## src/rtl/pacer_pkg.sv

```systemverilog
package pacer_pkg;

    // Output stage state: whether a word is currently offered downstream.
    typedef enum logic {
        OFFER_IDLE = 1'b0,
        OFFER_BUSY = 1'b1
    } offer_state_e;

    // Number of clock cycles per output word at the requested rate.
    function automatic int unsigned interval_cycles(input int unsigned clk_hz,
                                                    input int unsigned rate_hz);
        return clk_hz / rate_hz;
    endfunction

    // Counter width able to hold values up to (cycles - 2); at least one bit.
    function automatic int unsigned timer_width(input int unsigned cycles);
        return (cycles > 2) ? $clog2(cycles) : 1;
    endfunction

endpackage

```

## src/rtl/pacer_sample_latch.sv

```systemverilog
module pacer_sample_latch #(
    parameter int unsigned DATA_W = 24
) (
    input  logic              clk,
    input  logic              rst,
    input  logic              src_valid,
    input  logic [DATA_W-1:0] src_data,
    input  logic              take,
    output logic [DATA_W-1:0] word,
    output logic              fresh
);

    // Newest source word wins. A word is marked fresh until it is taken.
    // If a new word arrives in the same cycle as a take, it stays fresh.
    always_ff @(posedge clk) begin
        if (rst) begin
            word  <= '0;
            fresh <= 1'b0;
        end else begin
            if (src_valid) begin
                word <= src_data;
            end
            if (src_valid) begin
                fresh <= 1'b1;
            end else if (take) begin
                fresh <= 1'b0;
            end
        end
    end

endmodule

```

## src/rtl/pacer_interval_timer.sv

```systemverilog
module pacer_interval_timer
    import pacer_pkg::*;
#(
    parameter int unsigned INTERVAL = 5000
) (
    input  logic clk,
    input  logic rst,
    input  logic restart,
    output logic expired
);

    localparam int unsigned CNT_W = timer_width(INTERVAL);

    generate
        if (INTERVAL < 2) begin : g_free
            // Spacing of one cycle or less: no spacing is enforced.
            logic unused_inputs;
            assign unused_inputs = clk ^ rst ^ restart;
            assign expired = 1'b1;
        end else begin : g_count
            // Reload with INTERVAL-2. The output stage raises valid when the count
            // reaches zero, and the handshake lands on the following edge, so two
            // transfers end up exactly INTERVAL edges apart.
            localparam logic [CNT_W-1:0] RELOAD = CNT_W'(INTERVAL - 2);
            logic [CNT_W-1:0] remain_q;

            always_ff @(posedge clk) begin
                if (rst) begin
                    remain_q <= '0;
                end else if (restart) begin
                    remain_q <= RELOAD;
                end else if (remain_q != '0) begin
                    remain_q <= remain_q - 1'b1;
                end
            end

            assign expired = (remain_q == '0);
        end
    endgenerate

endmodule

```

## src/rtl/pacer_out_stage.sv

```systemverilog
module pacer_out_stage
    import pacer_pkg::*;
#(
    parameter int unsigned DATA_W = 24
) (
    input  logic              clk,
    input  logic              rst,
    input  logic              can_load,
    input  logic [DATA_W-1:0] load_word,
    input  logic              m_tready,
    output logic              m_tvalid,
    output logic [DATA_W-1:0] m_tdata,
    output logic              load,
    output logic              xfer
);

    offer_state_e     state_q;
    logic [DATA_W-1:0] data_q;

    assign load = (state_q == OFFER_IDLE) && can_load;
    assign xfer = (state_q == OFFER_BUSY) && m_tready;

    always_ff @(posedge clk) begin
        if (rst) begin
            state_q <= OFFER_IDLE;
            data_q  <= '0;
        end else begin
            unique case (state_q)
                OFFER_IDLE: begin
                    if (can_load) begin
                        state_q <= OFFER_BUSY;
                        data_q  <= load_word;
                    end
                end
                OFFER_BUSY: begin
                    // The data register stays frozen until the word is accepted.
                    if (m_tready) begin
                        state_q <= OFFER_IDLE;
                    end
                end
                default: state_q <= OFFER_IDLE;
            endcase
        end
    end

    assign m_tvalid = (state_q == OFFER_BUSY);
    assign m_tdata  = data_q;

endmodule

```

## src/rtl/sample_rate_pacer.sv

```systemverilog
module sample_rate_pacer
    import pacer_pkg::*;
#(
    parameter int unsigned CLK_HZ  = 100_000_000,
    parameter int unsigned RATE_HZ = 20_000,
    parameter int unsigned DATA_W  = 24
) (
    input  logic              clk,
    input  logic              rst,
    input  logic              src_valid,
    input  logic [DATA_W-1:0] src_data,
    output logic              m_tvalid,
    input  logic              m_tready,
    output logic [DATA_W-1:0] m_tdata
);

    localparam int unsigned INTERVAL = interval_cycles(CLK_HZ, RATE_HZ);

    logic [DATA_W-1:0] held_word;
    logic              held_fresh;
    logic              gap_done;
    logic              load;
    logic              xfer;

    pacer_sample_latch #(.DATA_W(DATA_W)) u_latch (
        .clk       (clk),
        .rst       (rst),
        .src_valid (src_valid),
        .src_data  (src_data),
        .take      (load),
        .word      (held_word),
        .fresh     (held_fresh)
    );

    pacer_interval_timer #(.INTERVAL(INTERVAL)) u_timer (
        .clk     (clk),
        .rst     (rst),
        .restart (xfer),
        .expired (gap_done)
    );

    pacer_out_stage #(.DATA_W(DATA_W)) u_out (
        .clk       (clk),
        .rst       (rst),
        .can_load  (gap_done && held_fresh),
        .load_word (held_word),
        .m_tready  (m_tready),
        .m_tvalid  (m_tvalid),
        .m_tdata   (m_tdata),
        .load      (load),
        .xfer      (xfer)
    );

endmodule

```

## config.mk

```make
export PLATFORM = sky130hd
export DESIGN_NAME = sample_rate_pacer
export DESIGN_NICKNAME = d
export VERILOG_FILES = /design/src/rtl/pacer_pkg.sv /design/src/rtl/pacer_sample_latch.sv /design/src/rtl/pacer_interval_timer.sv /design/src/rtl/pacer_out_stage.sv /design/src/rtl/sample_rate_pacer.sv
export SDC_FILE = /design/constraint.sdc
export NUM_CORES = 1
export LEC_CHECK = 0
export CORE_MARGIN = 10
export CORE_UTILIZATION = 45
export CTS_BUF_LIST = sky130_fd_sc_hd__clkbuf_2
export DETAILED_ROUTE_END_ITERATION = 8
export PLACE_DENSITY = 0.73
export SLEW_MARGIN = 20
export SYNTH_ARGS = -nofsm -noshare
export SYNTH_HDL_FRONTEND = slang
export SYNTH_HIERARCHICAL = 1
export SYNTH_SLANG_ARGS = --single-unit
export TNS_END_PERCENT = 100
```

## constraint.sdc

```tcl
create_clock -name clk -period 2.3 [get_ports clk]
set_input_delay 0.46 -clock clk [delete_from_list [all_inputs] [get_ports clk]]
set_output_delay 0.46 -clock clk [all_outputs]
set_load 0.01 [all_outputs]
```

======== Yosys cells after proc, flatten, opt, wreduce, memory -nomap -nowiden ========
Index checks and enable logic that the tools add are counted.
storage, ports and cells
  word-level logic and storage cells ...... 24
  register bits ........................... 63
  output and inout port bits .............. 25
  input bits .............................. 28
cells by class
  bitwise gates (word level) .............. 1
  reductions and logical operators ........ 9
  $add $sub $neg .......................... 1
  multiplexer cells ....................... 7
operators by type and width
  kind                   number
  $mux 13                2
  $logic_not 13->1       1
  $reduce_bool 13->1     1
  $sub 13x1->13 const B  1
  $mux 1                 4
  $reduce_bool 2->1      2
  $logic_and 1x1->1      3
  $pmux 1 s2             1
  $reduce_and 2->1       1
  $reduce_or 2->1        1
  $not 1->1              1

======== Longest topological paths before layout ========
Gate-level depths: netlist of the first run.
  depth after elaboration ................. 5
  mapped depth ............................ 11
  depth with buffers taken out ............ 9

======== Cells and area by module ========
The synthesis of the first run kept the hierarchy.
by module, submodules not included
  module                area an instance (um2)  sequential area each (um2)  cells an instance  instances
  pacer_out_stage       1,222.4                 500.5                       113                1
  pacer_sample_latch    910.9                   500.5                       82                 1
  pacer_interval_timer  673.1                   260.2                       81                 1
  sample_rate_pacer     6.3                     0.0                         1                  1

======== Least setup slack after synthesis of the first run ========
No wires, ideal clock.
  path type ............................... flip-flop to flip-flop
  start ................................... reg u_timer.g_count.remain_q[10]
  end ..................................... reg u_latch.fresh
  stages on the path, launching flop included .. 10
  arrival ................................. 2.009 ns
  required time ........................... 2.184 ns
  path slack .............................. 0.175 ns
  buffers on the path ..................... 2
  path through ............................ dfxtp_1 nor4_1 nand4b_1 inv_1 and2_1 nor2b_2 buf_6 buf_8 nand2b_1 a21oi_1
on the way
  longest elaborated chain between the ends .. 4
ends and longest elaborated chain
  item                         line                        text
  from (decl)                  pacer_interval_timer.sv:25  logic [CNT_W-1:0] remain_q;
  from (signal assigned)       pacer_interval_timer.sv:33  remain_q <= remain_q - 1'b1;
  $logic_not 13->1             pacer_interval_timer.sv:37  assign expired = (remain_q == '0);
  named net gap_done           sample_rate_pacer.sv:21     logic gap_done;
  $logic_and 1x1->1            sample_rate_pacer.sv:45     .can_load (gap_done && held_fresh),
  $logic_and 1x1->1            pacer_out_stage.sv:20       assign load = (state_q == OFFER_IDLE) && can_load;
  named net load               sample_rate_pacer.sv:22     logic load;
  $reduce_bool 2->1 (no line)  n/a
  to (signal assigned)         pacer_sample_latch.sv:18    fresh <= 1'b0;
  to (signal assigned)         pacer_sample_latch.sv:24    fresh <= 1'b1;
  to (signal assigned)         pacer_sample_latch.sv:26    fresh <= 1'b0;
  to (decl)                    pacer_sample_latch.sv:10    output logic fresh
The timed path passes the listed nets, and every way through them passes these cells.
A chain may end at the register's enable or synchronous reset.

======== Final worst setup path of the first run ========
  start ................................... reg u_out.state_q (netlist: u_out/m_tvalid)
  end ..................................... out m_tvalid
RTL lines
  item                    line                     text
  from (decl)             pacer_out_stage.sv:17    offer_state_e state_q;
  from (signal assigned)  pacer_out_stage.sv:25    state_q <= OFFER_IDLE;
  from (signal assigned)  pacer_out_stage.sv:31    state_q <= OFFER_BUSY;
  from (signal assigned)  pacer_out_stage.sv:38    state_q <= OFFER_IDLE;
  to (decl)               sample_rate_pacer.sv:12  output logic m_tvalid,
No word-level cell between the ends.

==> results.json, run 1 <==
{
  "clk_latency_ns": 0.48,
  "routed_wl_um": 6350,
  "synth_area_per_cell_um2": 10.2,
  "track_usage_pct": 12.7,
  "finalClockSkew_ns": 0.0206,
  "areaGrowthSynthToFinish_pct": 26.2,
  "clk_path_buf_depth": 2,
  "syn_inst": 277,
  "critPathLaunch": "u_out/m_tvalid$_SDFF_PP0_",
  "detail_route.iter0.violations": 103,
  "start_kind": "register",
  "cts.hold.buffers_added": 0,
  "cts_tree": "done",
  "ys_seq_area_share_pct": 44.8,
  "synth.distinct_cells": 40,
  "reg2reg_from": "u_timer/g_count.remain_q[0]$_SDFFE_PP0P_",
  "hold_path_depth": 2,
  "rows": 28,
  "syn_nets": 306,
  "crit_buf_inv": 1,
  "overflow": 0,
  "required_ns": 1.84,
  "min_period_over_period_pct": 88.7,
  "cts_inserted_buffers": 9,
  "netlist_area_mm2": 0.00281,
  "dp_hpwl_um": 4400,
  "cts_root_buf": "clkbuf_2",
  "reg2reg_slack_ns": 0.26,
  "min_period_ns": 2.04,
  "hold_end": "u_latch/word[19]$_SDFFE_PP0P_",
  "drc": 0,
  "grt_pass1_vias": 2127,
  "timing.fmax_mhz": 490,
  "maxCapViolCount": 0,
  "vias_per_cell": 5.21,
  "tightestPinTransition_ns": 0.471,
  "leakagePower_nw": 1.37,
  "synth_seq_cells": 63,
  "hold_viol_final": 0,
  "critical_path.slowest_cell": "clkdlybuf4s50_1",
  "io_buffers": 52,
  "path_clk_slew_ns": 0.16,
  "slew_headroom_pct": 68.3,
  "wl_per_cell_um": 15.4,
  "place_congestion": 0.843,
  "fp.dieArea_mm2": 0.00981,
  "worstReg2RegEnd": "u_out/m_tdata[20]$_SDFFE_PP0P_",
  "final_layout_size_suffix_gt1_share_pct": 15.1,
  "status": "completed",
  "core_mm2": 0.00599,
  "h-tree-depth": 3,
  "die_h_um": 99.1,
  "final_antenna_net_count": 0,
  "finalSetupTns_ns": 0,
  "power.total_mw": 3.30,
  "first_pass_iters": 4,
  "start_util_pct": 47.0,
  "antenna_found_initial": 0,
  "crit_family": "buffers and inverters",
  "nets": 361,
  "fp.dieW_um": 99.1,
  "p_per_area_mw_per_mm2": 929,
  "crit_arrival_ns": 1.58,
  "post-place-ws_ns": 0.171,
  "grt_pass1_wl_um": 10300,
  "hp-start": "rst",
  "num_vias": 2145,
  "setup-violations-final": 0,
  "crit_path_end_kind": "primary output",
  "slew_viol_final": 0,
  "io_pins": 53,
  "r2r_cells": 9,
  "max_stage_delay_ns": 0.60,
  "rsz0062_at_grt": "false",
  "hold_path_class": "input pin to register",
  "diodes": 0,
  "grt_max_degree": 35,
  "finalWorstSetupSlack_ns": 0.260,
  "crit_fanout": 10,
  "ys_warn_count": 6,
  "critPathKind": "register to primary output",
  "worst_ir_drop_vdd_mv": 0.538,
  "worstPathCellList": "clkdlybuf4s50_1",
  "cts.sinks": 63
}
## layer usage
layer  part of all wire (%)  vias to the layer above  global-route usage [%]
met2                     47                       60                    19.8
met3                    6.6                        4                    6.35
li1                       -                     1102                       -
met1                     46                      979                    15.1
met4                   0.49                        0                    3.64
met5                      0                        -                       0
## power by group
group / switching [mW] / internal, mW / total [mW]
sequential: 0.127 / 1.23 / 1.36
combinational: 0.594 / 0.589 / 1.18
clock: 0.395 / 0.361 / 0.756
total: 1.12 / 2.18 / 3.30
## cells by family after synthesis
group,synth area share [%]
multiplexers,9.61
AO/OA/AOI/OAI,10.9
flip-flops,44.8
AND/OR/NAND/NOR,27.9
buffers and inverters,5.92
adder cells (fa/ha/maj),0.445
XOR/XNOR,0.311
## synth_stat cells
cell,instances,area [um2]
a211oi_1,1,7.51
a21oi_1,9,45.0
a311oi_1,1,8.76
a31o_2,1,8.76
a31oi_1,1,6.26
and2_1,2,12.5
and4_1,1,8.76
buf_12,2,40.0
buf_2,5,25.0
buf_6,2,22.5
buf_8,2,30.0
clkbuf_1,8,30.0
dfxtp_1,63,1260
ha_1,1,12.5
inv_1,5,18.8
mux2i_1,27,270
nand2_1,5,18.8
nand2b_1,26,163
nand3_1,3,15.0
nand4b_1,2,17.5
nand4bb_1,24,270
nor2_1,30,113
nor2b_1,4,25.0
nor2b_2,1,8.76
nor3_1,6,30.0
nor3b_1,1,7.51
nor4_1,4,25.0
o21ai_0,1,5.00
o21ai_1,5,25.0
o21ai_2,19,166
o21ba_1,1,10.0
o311ai_0,1,8.76
o31ai_1,1,7.51
o41ai_1,1,8.76
or2_2,1,6.26
or2b_1,1,7.51
or3_1,5,31.3
or4_1,2,15.0
or4_4,1,11.3
xnor2_1,1,8.76
## metrics by stage
| stage | hold slack (ns) | cells | utilization (%) | area, um2 |
|---|---|---|---|---|
| floorplan | 0.445 | 277 | - | 2810 |
| global placement | 0.457 | 394 | 56.5 | 3380 |
| detailed placement | 0.455 | 394 | 56.5 | 3380 |
| CTS | 0.296 | 410 | 58.8 | 3520 |
| global route | 0.321 | 412 | 59.3 | 3550 |
| finish | 0.366 | 412 | 59.3 | 3550 |
## sequential cells by signal, indices dropped and copies added (netlist names)
register                  flops
u_latch/word                 24
u_out/m_tdata                24
u_latch/fresh                 1
u_out/m_tvalid                1
u_timer/g_count.remain_q     13
## how the worst max path moves through the flow
| stage | end | slack (ns) | depth (start not counted) |
|---|---|---|---|
| floorplan | u_latch/fresh$_SDFFE_PP0P_ | 0.18 | 9 |
| global placement | u_out/m_tdata[21]$_SDFFE_PP0P_ | 0.23 | 9 |
| detailed placement | u_out/m_tdata[20]$_SDFFE_PP0P_ | 0.17 | 9 |
| CTS | u_out/m_tdata[20]$_SDFFE_PP0P_ | 0.12 | 9 |
| global route | u_out/m_tdata[20]$_SDFFE_PP0P_ | 0.11 | 9 |
| finish | m_tvalid | 0.26 | 1 |
## repair_timing
item / 4_1_cts / 5_1_grt
gates resized for setup: 0 / 2
buffers inserted: 0 / 2
endpoints found under the setup margin: 0 / 21
## cell type report
type | instances | area (um2)
fillers | 522 | 2440
flip-flops and latches | 63 | 1260
clock buffers | 10 | 50.0
inverters | 5 | 18.8
well taps | 75 | 93.8
multi-input cells | 190 | 1390
repair buffers | 63 | 652
clock inverters | 6 | 85.1
## placed cells by master, fill, tap and decap left out, types with 2 or more instances in the layout
cell type        synthesis  layout
clkbuf_2                 0      10
clkdlybuf4s50_1          0      51
bufinv_16                0       2
buf_12                   2       4
mux2i_1                 27      27
o21ai_2                 19      19
nand3_1                  3       3
nand4b_1                 2       2
nor4_1                   4       4
inv_1                    5       4
or3_1                    5       5
nand4bb_1               24      24
nor3_1                   6       6
buf_4                    0       6
and2_1                   2       2
nand2_1                  5       5
nor2_1                  30      30
nor2b_1                  4       4
dfxtp_1                 63      63
nand2b_1                26      26
a21oi_1                  9       9
or4_1                    2       2
o21ai_1                  5       5
(Power assumes the default switching activity.)
==> run 2: changes to the inputs <==
--- a/config.mk
+++ b/config.mk
@@ -5,10 +5,12 @@
 export SDC_FILE = /design/constraint.sdc
 export NUM_CORES = 1
 export LEC_CHECK = 0
+export CAP_MARGIN = 20
 export CORE_MARGIN = 10
 export CORE_UTILIZATION = 45
 export CTS_BUF_LIST = sky130_fd_sc_hd__clkbuf_2
 export DETAILED_ROUTE_END_ITERATION = 8
+export GPL_ROUTABILITY_DRIVEN = 1
 export PLACE_DENSITY = 0.73
 export SLEW_MARGIN = 20
 export SYNTH_ARGS = -nofsm -noshare
==> results of run 2 <==
Same layout as run 1: the final DEF is identical, and so are final timing and power.
